===== config.mk =====
export PLATFORM = sky130hd
export DESIGN_NAME = irq_ack_chain
export DESIGN_NICKNAME = d
export VERILOG_FILES = /design/src/rtl/irq_chain_pkg.sv /design/src/rtl/irq_chain_link.sv /design/src/rtl/irq_chain_walk.sv /design/src/rtl/irq_vec_select.sv /design/src/rtl/irq_ack_chain.sv
export SDC_FILE = /design/constraint.sdc
export NUM_CORES = 1
export LEC_CHECK = 0
export BUFFER_PORTS_ARGS = -buffer_cell sky130_fd_sc_hd__buf_2
export CAP_MARGIN = 5
export CORE_MARGIN = 2
export CORE_UTILIZATION = 30
export CTS_CLUSTER_DIAMETER = 80
export CTS_CLUSTER_SIZE = 28
export DETAILED_ROUTE_END_ITERATION = 16
export GPL_TIMING_DRIVEN = 0
export PLACE_DENSITY = 0.6
export SLEW_MARGIN = 20
export SYNTH_ARGS = -nofsm -noshare
export SYNTH_HDL_FRONTEND = slang
export SYNTH_SLANG_ARGS = --single-unit

===== constraint.sdc =====
create_clock -name clk -period 1.4 [get_ports clk]
set_input_delay 0.14 -clock clk [delete_from_list [all_inputs] [get_ports clk]]
set_output_delay 0.14 -clock clk [all_outputs]
set_load 0.03 [all_outputs]

===== src/rtl/irq_chain_pkg.sv =====
package irq_chain_pkg;

    // Phase of the processor acknowledge as seen by the chain
    typedef enum logic {
        PH_IDLE = 1'b0,
        PH_HOLD = 1'b1
    } ack_phase_e;

endpackage


===== src/rtl/irq_chain_link.sv =====
// One node of the acknowledge chain: keeps the acknowledge when pending,
// otherwise hands it to the next node.
module irq_chain_link (
    input  logic ack_i,
    input  logic pend_i,
    output logic claim_o,
    output logic pass_o
);

    assign claim_o = ack_i & pend_i;
    assign pass_o  = ack_i & ~pend_i;

endmodule


===== src/rtl/irq_chain_walk.sv =====
// Ripples an acknowledge from node 0 upward; the first pending node claims it.
module irq_chain_walk #(
    parameter int NODES = 4
) (
    input  logic [NODES-1:0] pend_i,
    output logic [NODES-1:0] win_o,
    output logic             none_o
);

    logic [NODES:0] ack_w;

    assign ack_w[0] = 1'b1;

    for (genvar i = 0; i < NODES; i++) begin : g_link
        irq_chain_link u_link (
            .ack_i  (ack_w[i]),
            .pend_i (pend_i[i]),
            .claim_o(win_o[i]),
            .pass_o (ack_w[i+1])
        );
    end

    assign none_o = ack_w[NODES];

endmodule


===== src/rtl/irq_vec_select.sv =====
// Places the granted node's vector on the bus; spurious value when none.
module irq_vec_select #(
    parameter int              NODES    = 4,
    parameter int              VEC_W    = 8,
    parameter logic [VEC_W-1:0] SPURIOUS = '1
) (
    input  logic [NODES-1:0]       sel_i,
    input  logic [NODES*VEC_W-1:0] vecs_i,
    output logic [VEC_W-1:0]       bus_o
);

    logic [VEC_W-1:0] acc_w [NODES+1];

    assign acc_w[0] = '0;

    for (genvar i = 0; i < NODES; i++) begin : g_or
        assign acc_w[i+1] = acc_w[i] | ({VEC_W{sel_i[i]}} & vecs_i[i*VEC_W +: VEC_W]);
    end

    assign bus_o = (|sel_i) ? acc_w[NODES] : SPURIOUS;

endmodule


===== src/rtl/irq_ack_chain.sv =====
module irq_ack_chain
    import irq_chain_pkg::*;
#(
    parameter int               NODES    = 4,
    parameter int               VEC_W    = 8,
    parameter logic [VEC_W-1:0] SPURIOUS = '1
) (
    input  logic                   clk,
    input  logic                   rst_n,
    input  logic [NODES-1:0]       src_req,
    input  logic [NODES*VEC_W-1:0] cfg_vectors,
    output logic                   intr_out,
    input  logic                   ack_in,
    output logic [VEC_W-1:0]       vec_bus,
    output logic                   ack_pass_out
);

    typedef struct packed {
        logic [NODES-1:0] src_seen;
        logic [NODES-1:0] pend;
        logic [NODES-1:0] grant;
        ack_phase_e       phase;
        logic             pass;
    } chain_state_t;

    localparam chain_state_t RESET_STATE = '{
        src_seen: '0,
        pend:     '0,
        grant:    '0,
        phase:    PH_IDLE,
        pass:     1'b0
    };

    chain_state_t st_d, st_q;

    logic [NODES-1:0] win_w;
    logic             none_w;
    logic [NODES-1:0] grant_w;

    irq_chain_walk #(.NODES(NODES)) u_walk (
        .pend_i(st_q.pend),
        .win_o (win_w),
        .none_o(none_w)
    );

    always_comb begin
        logic [NODES-1:0] rise_v;
        logic [NODES-1:0] clr_v;
        st_d     = st_q;
        rise_v   = src_req & ~st_q.src_seen;
        clr_v    = '0;
        st_d.src_seen = src_req;
        case (st_q.phase)
            PH_IDLE: begin
                if (ack_in) begin
                    st_d.phase = PH_HOLD;
                    st_d.grant = win_w;
                    st_d.pass  = none_w;
                end
            end
            PH_HOLD: begin
                if (!ack_in) begin
                    st_d.phase = PH_IDLE;
                    clr_v      = st_q.grant;
                    st_d.grant = '0;
                    st_d.pass  = 1'b0;
                end
            end
            default: st_d = RESET_STATE;
        endcase
        st_d.pend = (st_q.pend & ~clr_v) | rise_v;
    end

    always_ff @(posedge clk) begin
        if (!rst_n) st_q <= RESET_STATE;
        else        st_q <= st_d;
    end

    assign grant_w      = st_q.grant;
    assign intr_out     = |st_q.pend;
    assign ack_pass_out = st_q.pass;

    irq_vec_select #(
        .NODES   (NODES),
        .VEC_W   (VEC_W),
        .SPURIOUS(SPURIOUS)
    ) u_sel (
        .sel_i (grant_w),
        .vecs_i(cfg_vectors),
        .bus_o (vec_bus)
    );

endmodule


# Word level (Yosys, flattened, before mapping)

Cells that the tools add are included.

Add/sub/neg operators: 0
$mul: 0
Divide/modulo/power cells: 0
Magnitude comparators: 0
Eq/ne operators: 2
Shifts and indexed selects: 0
Muxes and demuxes: 6
Bitwise operators: 23
Reductions and logical operators: 3

Operators with widths:

| kind                                 | number |
|---|---|
| 8-bit AND                            | 4 |
| 8-bit bitwise OR                     | 3 |
| 6-bit 2-to-1 mux                     | 2 |
| 6-bit case mux with 2 select lines   | 1 |
| 4-bit AND                            | 2 |
| 4-bit 2-to-1 mux                     | 2 |
| 8-bit 2-to-1 mux                     | 1 |
| 4-bit inverter                       | 2 |
| 4-bit OR reduction                   | 2 |
| 1-bit AND                            | 6 |
| 1-bit inverter                       | 5 |
| 2-bit != test, second input constant | 2 |
| 4-bit bitwise OR                     | 1 |
| 2-bit AND reduction                  | 1 |

Flip-flop bits (word level): 14
Latch bits: 0
Memory bits (writable): 0
Bits in read-only memories: 0
Input bits: 39
Output and inout bits: 10
Logic and storage cells: 39
Memories kept: 0

# Depth between registers and ports, before layout

Gate-level depths: netlist of run 1.

Depth after elaboration: 6
Mapped depth: 4

# Hierarchy

Synthesis of run 1 repeated with hierarchy kept, for this count alone.

Cells, all modules: 91
Area total of the unflattened synthesis: 802.0 µm²

Modules (own cells, without submodules):

| module         | instances | cells each | area an instance (µm²) | seq. area each (µm²) |
|---|---|---|---|---|
| irq_ack_chain  | 1         | 52         | 514.2                  | 280.3 |
| irq_vec_select | 1         | 30         | 219.0                  | 0.0 |
| irq_chain_link | 4         | 2          | 16.3                   | 0.0 |
| irq_chain_walk | 1         | 1          | 3.8                    | 0.0 |

# Least setup slack after synthesis of run 1

No wires, ideal clock.

Path type: register to output
Start point: reg st_q, in the netlist grant_w[3]
End point: out vec_bus[6]
Data arrival time: 1.202 ns
Required time: 1.260 ns
Setup slack: 0.058 ns
Stages on the path, launching flop included: 4
Cell sequence: dfxtp_1 > or4_4 > buf_6 > nand3_1

Longest elaborated chain between the ends: 3
Elaborated cells on any way between the ends: 4
Those cells by class: mux (1); bitwise (2); reduce/logical (1)

RTL lines:

| item                   | RTL line             | text |
|---|---|---|
| from (decl)            | irq_ack_chain.sv:34  | `chain_state_t st_d, st_q;` |
| from (signal assigned) | irq_ack_chain.sv:76  | `else st_q <= st_d;` |
| 8-bit AND              | irq_vec_select.sv:17 | `assign acc_w[i+1] = acc_w[i] \| ({VEC_W{sel_i[i]}} & vecs_i[i*VEC_W +: VEC_W]);` |
| 8-bit bitwise OR       | irq_vec_select.sv:17 |  |
| 8-bit 2-to-1 mux *     | irq_vec_select.sv:20 | `assign bus_o = (\|sel_i) ? acc_w[NODES] : SPURIOUS;` |
| to (decl)              | irq_ack_chain.sv:14  | `output logic [VEC_W-1:0] vec_bus,` |

Mark *: on every way between the ends. The rest lies on a longest branch, timed or not.

# Worst setup path in the final report of run 1

Start point: reg st_q, in the netlist grant_w[2]
End point: out vec_bus[6]

Longest elaborated chain between the ends: 4
Elaborated cells on any way between the ends: 5
Those cells by class: mux (1); bitwise (3); reduce/logical (1)

RTL lines:

| item                           | RTL line |
|---|---|
| 8-bit AND                      | irq_vec_select.sv:17 |
| 8-bit bitwise OR (2 in series) | irq_vec_select.sv:17 |
| 8-bit 2-to-1 mux *             | irq_vec_select.sv:20 |

Marked as above.

==> results of run 1 <==
worst paths after layout:
kind                startpoint            to  slack [ns]  depth (start not counted)
setup reg to reg       st_q[1]  ack_pass_out        0.32                          3
hold / removal      src_req[3]      st_q[13]        0.08                          2
setup / recovery    grant_w[2]    vec_bus[6]       -0.19                          3
hold reg to reg   ack_pass_out  ack_pass_out        0.47                          2
timing repair:
item / 4_1_cts / 5_1_grt
gates resized for setup: 18 / 2
buffers inserted: 0 / 0
pin swaps: 0 / 1
hold buffers: 0 / 0
endpoints found under the setup margin: 8 / 8
endpoints found under the hold margin: 0 / 0
cell type report:
class	count	area (um2)	area share, %
Tap cell	28	35.0	3.34
Sequential cell	14	280	26.7
Timing Repair Buffer	47	285	27.2
Multi-Input combinational cell	64	398	37.9
Buffer	6	28.8	2.74
Clock buffer	3	22.5	2.15
power breakdown:
| part | internal [uW] | switching, uW | total (uW) |
|---|---|---|---|
| Sequential | 420 | 11.1 | 431 |
| Combinational | 141 | 159 | 301 |
| Clock | 99.4 | 114 | 213 |
| Total | 661 | 284 | 945 |
synthesized netlist by cell type, drive strengths merged (3+ instances only):
library cell,instances
and2,5
o22ai,3
nor2b,6
nand2,9
dfxtp,14
buf,3
o21a,4
a22oi,16
nand3,9
clkbuf,4
a21boi,4
kinds of logic after synthesis:
logic type / synth area share [%]
buf+inv: 5.08
compound gates: 29.2
flops: 39.2
simple gates: 26.4
per-stage QoR:
step	cells	area [um2]
after floorplan	85	714
after global placement	160	985
after detailed placement	160	985
after CTS	162	1050
after global routing	162	1050
final	162	1050
critical path, stage by stage, from the launching register on:
cell and delay [ns]:
dfxtp_1 0.32, or4_4 0.60, nand3_1 0.13, buf_6 0.13
per-layer routing:
layer  GRT usage, %  vias up  routed length (um)
met5              0        -                   0
met4           6.41        0                  12
met3           2.57        2                 163
met2           25.8       36                 885
met1           14.5      349                 763
li1               -      411                   -
flip-flops by register name, indices dropped and copies added (netlist names):
signal        count
st_q              9
grant_w           4
ack_pass_out      1
==> impl_metrics.csv, run 1 <==
group,metric,value,unit
route,via_per_inst,4.93,
sta,period_minus_slack,1.59,ns
synth,syn_avg_cell_area,8.41,um2
cts,insertion_delay,0.27,ns
final_layout,mostFrequentLayoutCells,"buf_2, a22oi_1, dfxtp_1, nand3_1, nand2_1",
grt,gr-total-overflow,0,
sta,fin_setup_tns,-1.43,ns
final_layout,drive_above_1_share,41.8,%
cts,clock-sinks,14,
placement,gp_congestion,0.636,
run,drv_cap,0,
cts,cts.htree.levels,1,
power_and_ir_drop,vdd_drop_max,0.430,mV
floorplan,die_h,52.8,um
sta,relSlewSlack,76.5,%
placement,dp_hpwl,1.46,mm
floorplan,die_x,52.8,um
cts,numCtsBuffers,3,
sta,period_share,113,%
route,wl_per_cell,11.3,um
grt,grt_antenna_before_repair,0,
final_layout,final_util,47.0,%
grt,first_global_vias,734,
synth,seq_area_frac_synth,39.2,%
synth,ys_warn_count,0,
grt,grt_pass1_wl,2.90,mm
synth,synth_seq_cells,14,
grt,grt_max_degree,11,
sta,timing.hold.ws,0.0773,ns
synth,synth_ff_type,"dfxtp_1",
synth,synth_top_area_share,39.2,%
floorplan,pin_count,49,
worst_setup_path,crit_arrival,1.45,ns
route,drcViolationCount,0,
sta,final.setup.worst_slack,-0.186,ns
sta,setup_viol,8,
floorplan,die_area,2790,um2
worst_setup_path,cp_max_fo,8,
sta,final_max_slew_viol_count,0,
synth,synthArstFlopShare,0,%
placement,dp_slack,0.0340,ns
cts,cts-root-buf,"clkbuf_4",
floorplan,initial_utilization,32.0,%
final_layout,syn_to_final_growth,46.9,%
worst_setup_path,crit_type,"flip-flop to output port",
grt,grt_use_total,13.8,%
sta,hold_viol_final,0,
route,wl,1.82,mm
run_status,violations,"setup timing",
route,ant_nets,0,
worst_setup_path,setup.worst_path.start_class,"flip-flop",
synth,synth_area_leaders,"dfxtp_1, a22oi_1, nand3_1",
synth,ys_types,18,
synth,synth_nets,124,
final_layout,antenna_cells,0,
route,drt_iter0_markers,15,
final_layout,fillers,223,
run_status,status,"finished, violations left",
sta,rsz0062_at_grt,"true",
power_and_ir_drop,total_power,945,uW
cts,cts_tree,"done",
synth,syn_area,714,um2
worst_setup_path,endpoint_kind,"output port",
floorplan,core,2230,um2
sta,worstMarginPinSlew,0.352,ns
route,first_pass_iters,4,
cts,clk_pin_slew_worst_paths,0.07,ns
final_layout,layout.nets,175,
worst_hold_path,hold_path.class,"input port to flip-flop",
synth,synth_edf_count,0,
synth,netlist_instances,85,
placement,portBuffers,47,
sta,fmax,630,MHz
sta,finalClockSkew,0.000702,ns
route,num_vias,798,
power_and_ir_drop,p_leak,0.000456,uW
worst_setup_path,worstPathRequired,1.26,ns
cts,clk_path_buf_depth,2,
floorplan,std_cell_rows,17,
synth,yosys.area.top_type,"dfxtp_1",
final_layout,final_common_cell,"buf_2",
power_and_ir_drop,p_per_area,900,nW/um2
Power figures use the tool's default switching activity.
==> inputs of run 2 (changes only) <==
--- a/config.mk
+++ b/config.mk
@@ -5,15 +5,15 @@
 export SDC_FILE = /design/constraint.sdc
 export NUM_CORES = 1
 export LEC_CHECK = 0
-export BUFFER_PORTS_ARGS = -buffer_cell sky130_fd_sc_hd__buf_2
 export CAP_MARGIN = 5
 export CORE_MARGIN = 2
 export CORE_UTILIZATION = 30
 export CTS_CLUSTER_DIAMETER = 80
 export CTS_CLUSTER_SIZE = 28
 export DETAILED_ROUTE_END_ITERATION = 16
+export DONT_BUFFER_PORTS = 1
 export GPL_TIMING_DRIVEN = 0
-export PLACE_DENSITY = 0.6
+export PLACE_DENSITY = 0.44
 export SLEW_MARGIN = 20
 export SYNTH_ARGS = -nofsm -noshare
 export SYNTH_HDL_FRONTEND = slang
==> constraint.sdc (replaced) <==
create_clock -name clk -period 1.45 [get_ports clk]
set_input_delay 0.145 -clock clk [delete_from_list [all_inputs] [get_ports clk]]
set_output_delay 0.145 -clock clk [all_outputs]
set_load 0.03 [all_outputs]
==> run 2 against run 1 <==
Register-to-register slack gained 0.03 ns. Largest cell class unchanged. Critical path type unchanged. The flow still finishes with violations (setup timing). Routed wire length shrank 2.0%. Clock skew grew 0.00093 ns. Clock-buffer cell count is the same. Critical endpoint unchanged. Final cell count shrank 25%. Sequential cell count is the same.
==> impl_metrics.csv, run 2 (synthesis results as in run 1) <==
group,metric,value,unit
cts,cts-root-buf,"clkbuf_4",
worst_setup_path,path_cells,"or4_4 -> buf_12 -> nand3_4",
route,via_per_inst,5.49,
power_and_ir_drop,p_leak,0.000302,uW
route,wl,1.79,mm
final_layout,final_util,41.8,%
sta,period_minus_slack,1.57,ns
worst_setup_path,endpoint_kind,"output port",
sta,period_share,108,%
sta,hold_viol_final,0,
final_layout,layout.nets,134,
power_and_ir_drop,p_switching,284,uW
final_layout,largest_register_ffs,9,
sta,relSlewSlack,74.0,%
route,drcViolationCount,0,
final_layout,syn_to_final_growth,30.8,%
sta,finalClockSkew,0.00164,ns
sta,setup_viol,8,
cts,clk_path_buf_depth,2,
sta,fmax,637,MHz
worst_setup_path,cp_max_fo,8,
route,first_pass_iters,4,
floorplan,std_cell_rows,17,
placement,dp_slack,0.0734,ns
power_and_ir_drop,seq_power_share,48.1,%
final_layout,fillers,232,
placement,portBuffers,0,
cts,clock-sinks,14,
grt,grt_max_degree,11,
grt,first_global_vias,625,
grt,grt_use_total,13.4,%
worst_setup_path,max_stage_delay,0.54,ns
route,drt_iter0_markers,15,
route,wl_per_cell,14.8,um
sta,final_max_slew_viol_count,0,
power_and_ir_drop,vdd_drop_max,0.584,mV
run_status,status,"finished, violations left",
cts,numCtsBuffers,3,
route,ant_nets,0,
final_layout,instances_no_fill,121,
power_and_ir_drop,p_comb_share,27.4,%
worst_setup_path,worstPathRequired,1.31,ns
final_layout,drive_above_1_share,19.4,%
run,drv_cap,0,
floorplan,core,2230,um2
worst_hold_path,hold_path.class,"input port to flip-flop",
power_and_ir_drop,pwr-share-clk,24.5,%
final_layout,multi_input_comb_area,498,um2
final_layout,final_common_cell,"a22oi_1",
run_status,violations,"setup timing",
final_layout,mostFrequentLayoutCells,"a22oi_1, dfxtp_1, nand2_1, nand3_4, nor2b_1",
floorplan,die_area,2790,um2
cts,clk_pin_slew_worst_paths,0.08,ns
worst_setup_path,crit_type,"flip-flop to output port",
power_and_ir_drop,p_per_area,934,nW/um2
cts,cts_tree,"done",
placement,gp_congestion,0.635,
worst_setup_path,crit_arrival,1.42,ns
floorplan,die_h,52.8,um
placement,dp_hpwl,1.22,mm
sta,worstMarginPinSlew,0.390,ns
floorplan,initial_utilization,32.0,%
final_layout,max_flop_register,"st_q",
power_and_ir_drop,p_int,589,uW
grt,gr-total-overflow,0,
final_layout,antenna_cells,0,
floorplan,pin_count,49,
worst_setup_path,slowest_stage,"or4_4",
power_and_ir_drop,p_sw_share,32.5,%
cts,insertion_delay,0.27,ns
cts,cts.htree.levels,1,
sta,final.setup.worst_slack,-0.119,ns
worst_setup_path,setup.worst_path.start_class,"flip-flop",
floorplan,die_x,52.8,um
grt,grt_pass1_wl,2.75,mm
route,num_vias,664,
grt,grt_antenna_before_repair,0,
placement,place_inst,113,
sta,rsz0062_at_grt,"true",
final_layout,register_area,280,um2
==> run 2: changes by cell type in the layout (fill, tap and decap cells not counted), sizes merged <==
cell         change
dlygate4sd3      +5
buf             -46
==> run 2: metal layers <==
| layer | GRT usage, % | vias up | part of all wire (%) |
|---|---|---|---|
| met5 | 0 | - | 0 |
| met4 | 6.41 | 0 | 0.22 |
| met3 | 2.00 | 2 | 3.6 |
| met2 | 22.7 | 23 | 52 |
| met1 | 16.4 | 310 | 44 |
| li1 | - | 329 | - |
==> run 2: final timing paths <==
check | startpoint | endpoint | slack (ns) | cells after the start
hold / removal | src_req[3] | st_q[9] | 0.12 | 2
hold reg to reg | st_q[6] | grant_w[0] | 0.49 | 2
setup / recovery | grant_w[3] | vec_bus[6] | -0.12 | 3
setup reg to reg | st_q[1] | ack_pass_out | 0.35 | 3
==> run 2: worst max-delay path: cells and delay by family, from the launching register on <==
kind                   cells  cell delay, ns
buffers and inverters      1            0.17
DFF                        1            0.31
and+or+nand+nor            2            0.66
==> run 2: layout make-up <==
type,count,share of cell area [%]
Timing Repair Buffer,5,5.35
Buffer,7,5.22
Clock buffer,3,2.41
Tap cell,28,3.75
Sequential cell,14,30.0
Multi-Input combinational cell,64,53.3
==> run 2: stage by stage <==
step / TNS (ns) / hold slack [ns] / area (um2) / total power (uW)
after floorplan: 0 / 0.267 / 714 / 588
after global placement: 0 / 0.270 / 749 / 609
after detailed placement: 0 / 0.271 / 749 / 612
after CTS: -0.939 / 0.112 / 933 / 885
after global routing: -1.09 / 0.144 / 935 / 917
final: -0.826 / 0.121 / 935 / 873
==> run 2: what timing repair did <==
item / 4_1_cts / 5_1_grt
resized for setup: 20 / 2
buffers inserted: 0 / 0
endpoints found under the setup margin: 8 / 8
hold buffers: 5 / 0
hold endpoints to repair: 5 / 0
==> run 2: power by group through the flow <==
| stage | Sequential (uW) | Combinational [uW] | Clock (uW) |
|---|---|---|---|
| after floorplan | 426 | 162 | 0 |
| after global placement | 429 | 180 | 0 |
| after detailed placement | 429 | 183 | 0 |
| after CTS | 420 | 239 | 226 |
| after global routing | 423 | 258 | 236 |
| final | 420 | 240 | 214 |
==> inputs of run 3 (changes only) <==
--- a/config.mk
+++ b/config.mk
@@ -12,7 +12,6 @@
 export CTS_CLUSTER_SIZE = 28
 export DETAILED_ROUTE_END_ITERATION = 16
 export DONT_BUFFER_PORTS = 1
-export GPL_TIMING_DRIVEN = 0
 export PLACE_DENSITY = 0.44
 export SLEW_MARGIN = 20
 export SYNTH_ARGS = -nofsm -noshare
==> run 3 against run 2 <==
The run still ends with setup timing left. Non-clock buffer count grew 6. Clock skew is 0.00058 ns lower. Highest routed layer unchanged. Critical path type unchanged. Core utilization rose by 4.3 points. Clock-buffer cell count grew 1. Worst hold slack worse by 0.11 ns. Total power rose by 15%.
==> impl_metrics.csv, run 3 (synthesis results as in run 1) <==
group,metric,value,unit
run_status,violations,"setup timing",
route,wl,1.81,mm
run,drv_cap,0,
cts,insertion_delay,0.27,ns
sta,period_minus_slack,1.60,ns
cts,cts_tree,"done",
sta,period_share,111,%
final_layout,mostFrequentLayoutCells,"a22oi_1, dfxtp_1, nand2_1, nand3_2, buf_12",
route,ant_nets,0,
final_layout,antenna_cells,0,
worst_setup_path,path_cells,"or4_4 -> nand3_2 -> buf_12",
worst_setup_path,slowest_stage,"or4_4",
power_and_ir_drop,p_leak,0.000373,uW
worst_setup_path,endpoint_kind,"output port",
final_layout,layout.nets,140,
route,wl_per_cell,14.1,um
grt,grt_max_degree,12,
sta,finalClockSkew,0.00106,ns
cts,clk_path_buf_depth,2,
route,first_pass_iters,2,
floorplan,die_x,52.8,um
sta,timing.hold.ws,0.0146,ns
cts,clk_pin_slew_worst_paths,0.09,ns
cts,numCtsBuffers,3,
route,via_per_inst,5.30,
grt,grt_pass1_wl,2.68,mm
worst_setup_path,worstPathRequired,1.31,ns
worst_setup_path,cp_max_fo,8,
floorplan,die_area,2790,um2
final_layout,fillers,226,
worst_setup_path,crit_start,"grant_w[3]",
grt,first_global_vias,621,
worst_hold_path,hold_path.class,"input port to flip-flop",
grt,grt_antenna_before_repair,0,
sta,final_max_slew_viol_count,0,
sta,fmax,624,MHz
final_layout,syn_to_final_growth,44.3,%
placement,dp_slack,0.142,ns
power_and_ir_drop,p_per_area,973,nW/um2
final_layout,multi_input_comb_area,438,um2
final_layout,final_common_cell,"a22oi_1",
sta,hold_viol_final,0,
floorplan,core,2230,um2
final_layout,max_flop_register,"st_q",
sta,relSlewSlack,76.7,%
placement,placed_cell_area,891,um2
worst_setup_path,crit_type,"flip-flop to output port",
placement,gp_congestion,0.662,
worst_hold_path,hp-start,"rst_n",
sta,fin_setup_tns,-1.21,ns
power_and_ir_drop,total_power,1000,uW
final_layout,drive_above_1_share,25.0,%
power_and_ir_drop,vdd_drop_max,0.671,mV
worst_setup_path,max_stage_delay,0.62,ns
sta,setup_viol,8,
final_layout,register_area,280,um2
route,drcViolationCount,0,
floorplan,initial_utilization,32.0,%
worst_setup_path,setup.worst_path.start_class,"flip-flop",
floorplan,die_h,52.8,um
grt,gr-total-overflow,0,
route,num_vias,679,
sta,final.setup.worst_slack,-0.154,ns
worst_setup_path,crit_arrival,1.46,ns
cts,cts.htree.levels,1,
floorplan,pin_count,49,
grt,grt_use_total,12.9,%
worst_setup_path,worstReg2RegStart,"st_q[1]",
final_layout,largest_register_ffs,9,
floorplan,std_cell_rows,17,
route,drt_iter0_markers,3,
final_layout,post-route-cell-area,1030,um2
placement,portBuffers,0,
sta,worstMarginPinSlew,0.349,ns
cts,clock-sinks,14,
cts,cts-root-buf,"clkbuf_4",
sta,rsz0062_at_grt,"true",
run_status,status,"finished, violations left",
-- run 3: cell types whose count changed in the layout (fill, tap and decap cells not counted) --
| cell | delta |
|---|---|
| buf_6 | +1 |
| clkbuf_1 | -1 |
| buf_2 | -2 |
| dlygate4sd3_1 | +1 |
| nand3_4 | -8 |
| nand3_2 | +8 |
| buf_12 | +6 |
| clkbuf_8 | +1 |
| buf_4 | +4 |
| clkbuf_2 | -3 |
-- run 3: routing by layer --
layer	global-route usage (%)	share of wire, %	wire length [um]	up-vias
met5	0	0	0	-
met2	21.3	52	932	20
li1	-	-	-	345
met3	2.86	4.0	73	2
met1	16.2	44	790	312
met4	5.13	0.61	11	0
-- run 3: timing repair --
action                     4_1_cts  5_1_grt
buffers inserted                 0        0
gates resized for setup          9        0
setup endpoints to repair        8        8
hold endpoints to repair        11        0
pin swaps                        1        1
hold buffers                     6        0
-- run 3: worst max-delay path: cells and delay by family, from the launching register on --
family                 cells  cell delay, ns
DFF                        1            0.32
buffers and inverters      1            0.12
and+or+nand+nor            2            0.74
-- run 3: power breakdown --
group | switching (uW) | total (uW) | internal [uW]
Sequential | 14.1 | 420 | 406
Clock | 124 | 277 | 152
Combinational | 150 | 307 | 157
Total | 288 | 1000 | 715
-- run 3: area by class of cell --
class	count	share of cell area, %
tap	28	3.40
sequential	14	27.2
timing repair buffer	18	23.4
multi-input combinational	64	42.5
clock buffer	4	3.52
-- run 3: metrics by stage --
| stage | utilization [%] | std cells |
|---|---|---|
| 2_1_floorplan | - | 85 |
| 3_3_place_gp | 39.9 | 118 |
| 5_1_grt | 46.2 | 128 |
| 6_report | 46.2 | 128 |
| 3_5_place_dp | 39.9 | 118 |
| 4_1_cts | 46.2 | 128 |
-- run 3: path summary, 6_finish.rpt --
kind | end | slack (ns) | cells after the start
worst max register to register | ack_pass_out | 0.33 | 3
worst max-delay path | vec_bus[0] | -0.15 | 3
worst min-delay path | ack_pass_out | 0.01 | 2
worst min register to register | grant_w[0] | 0.49 | 2
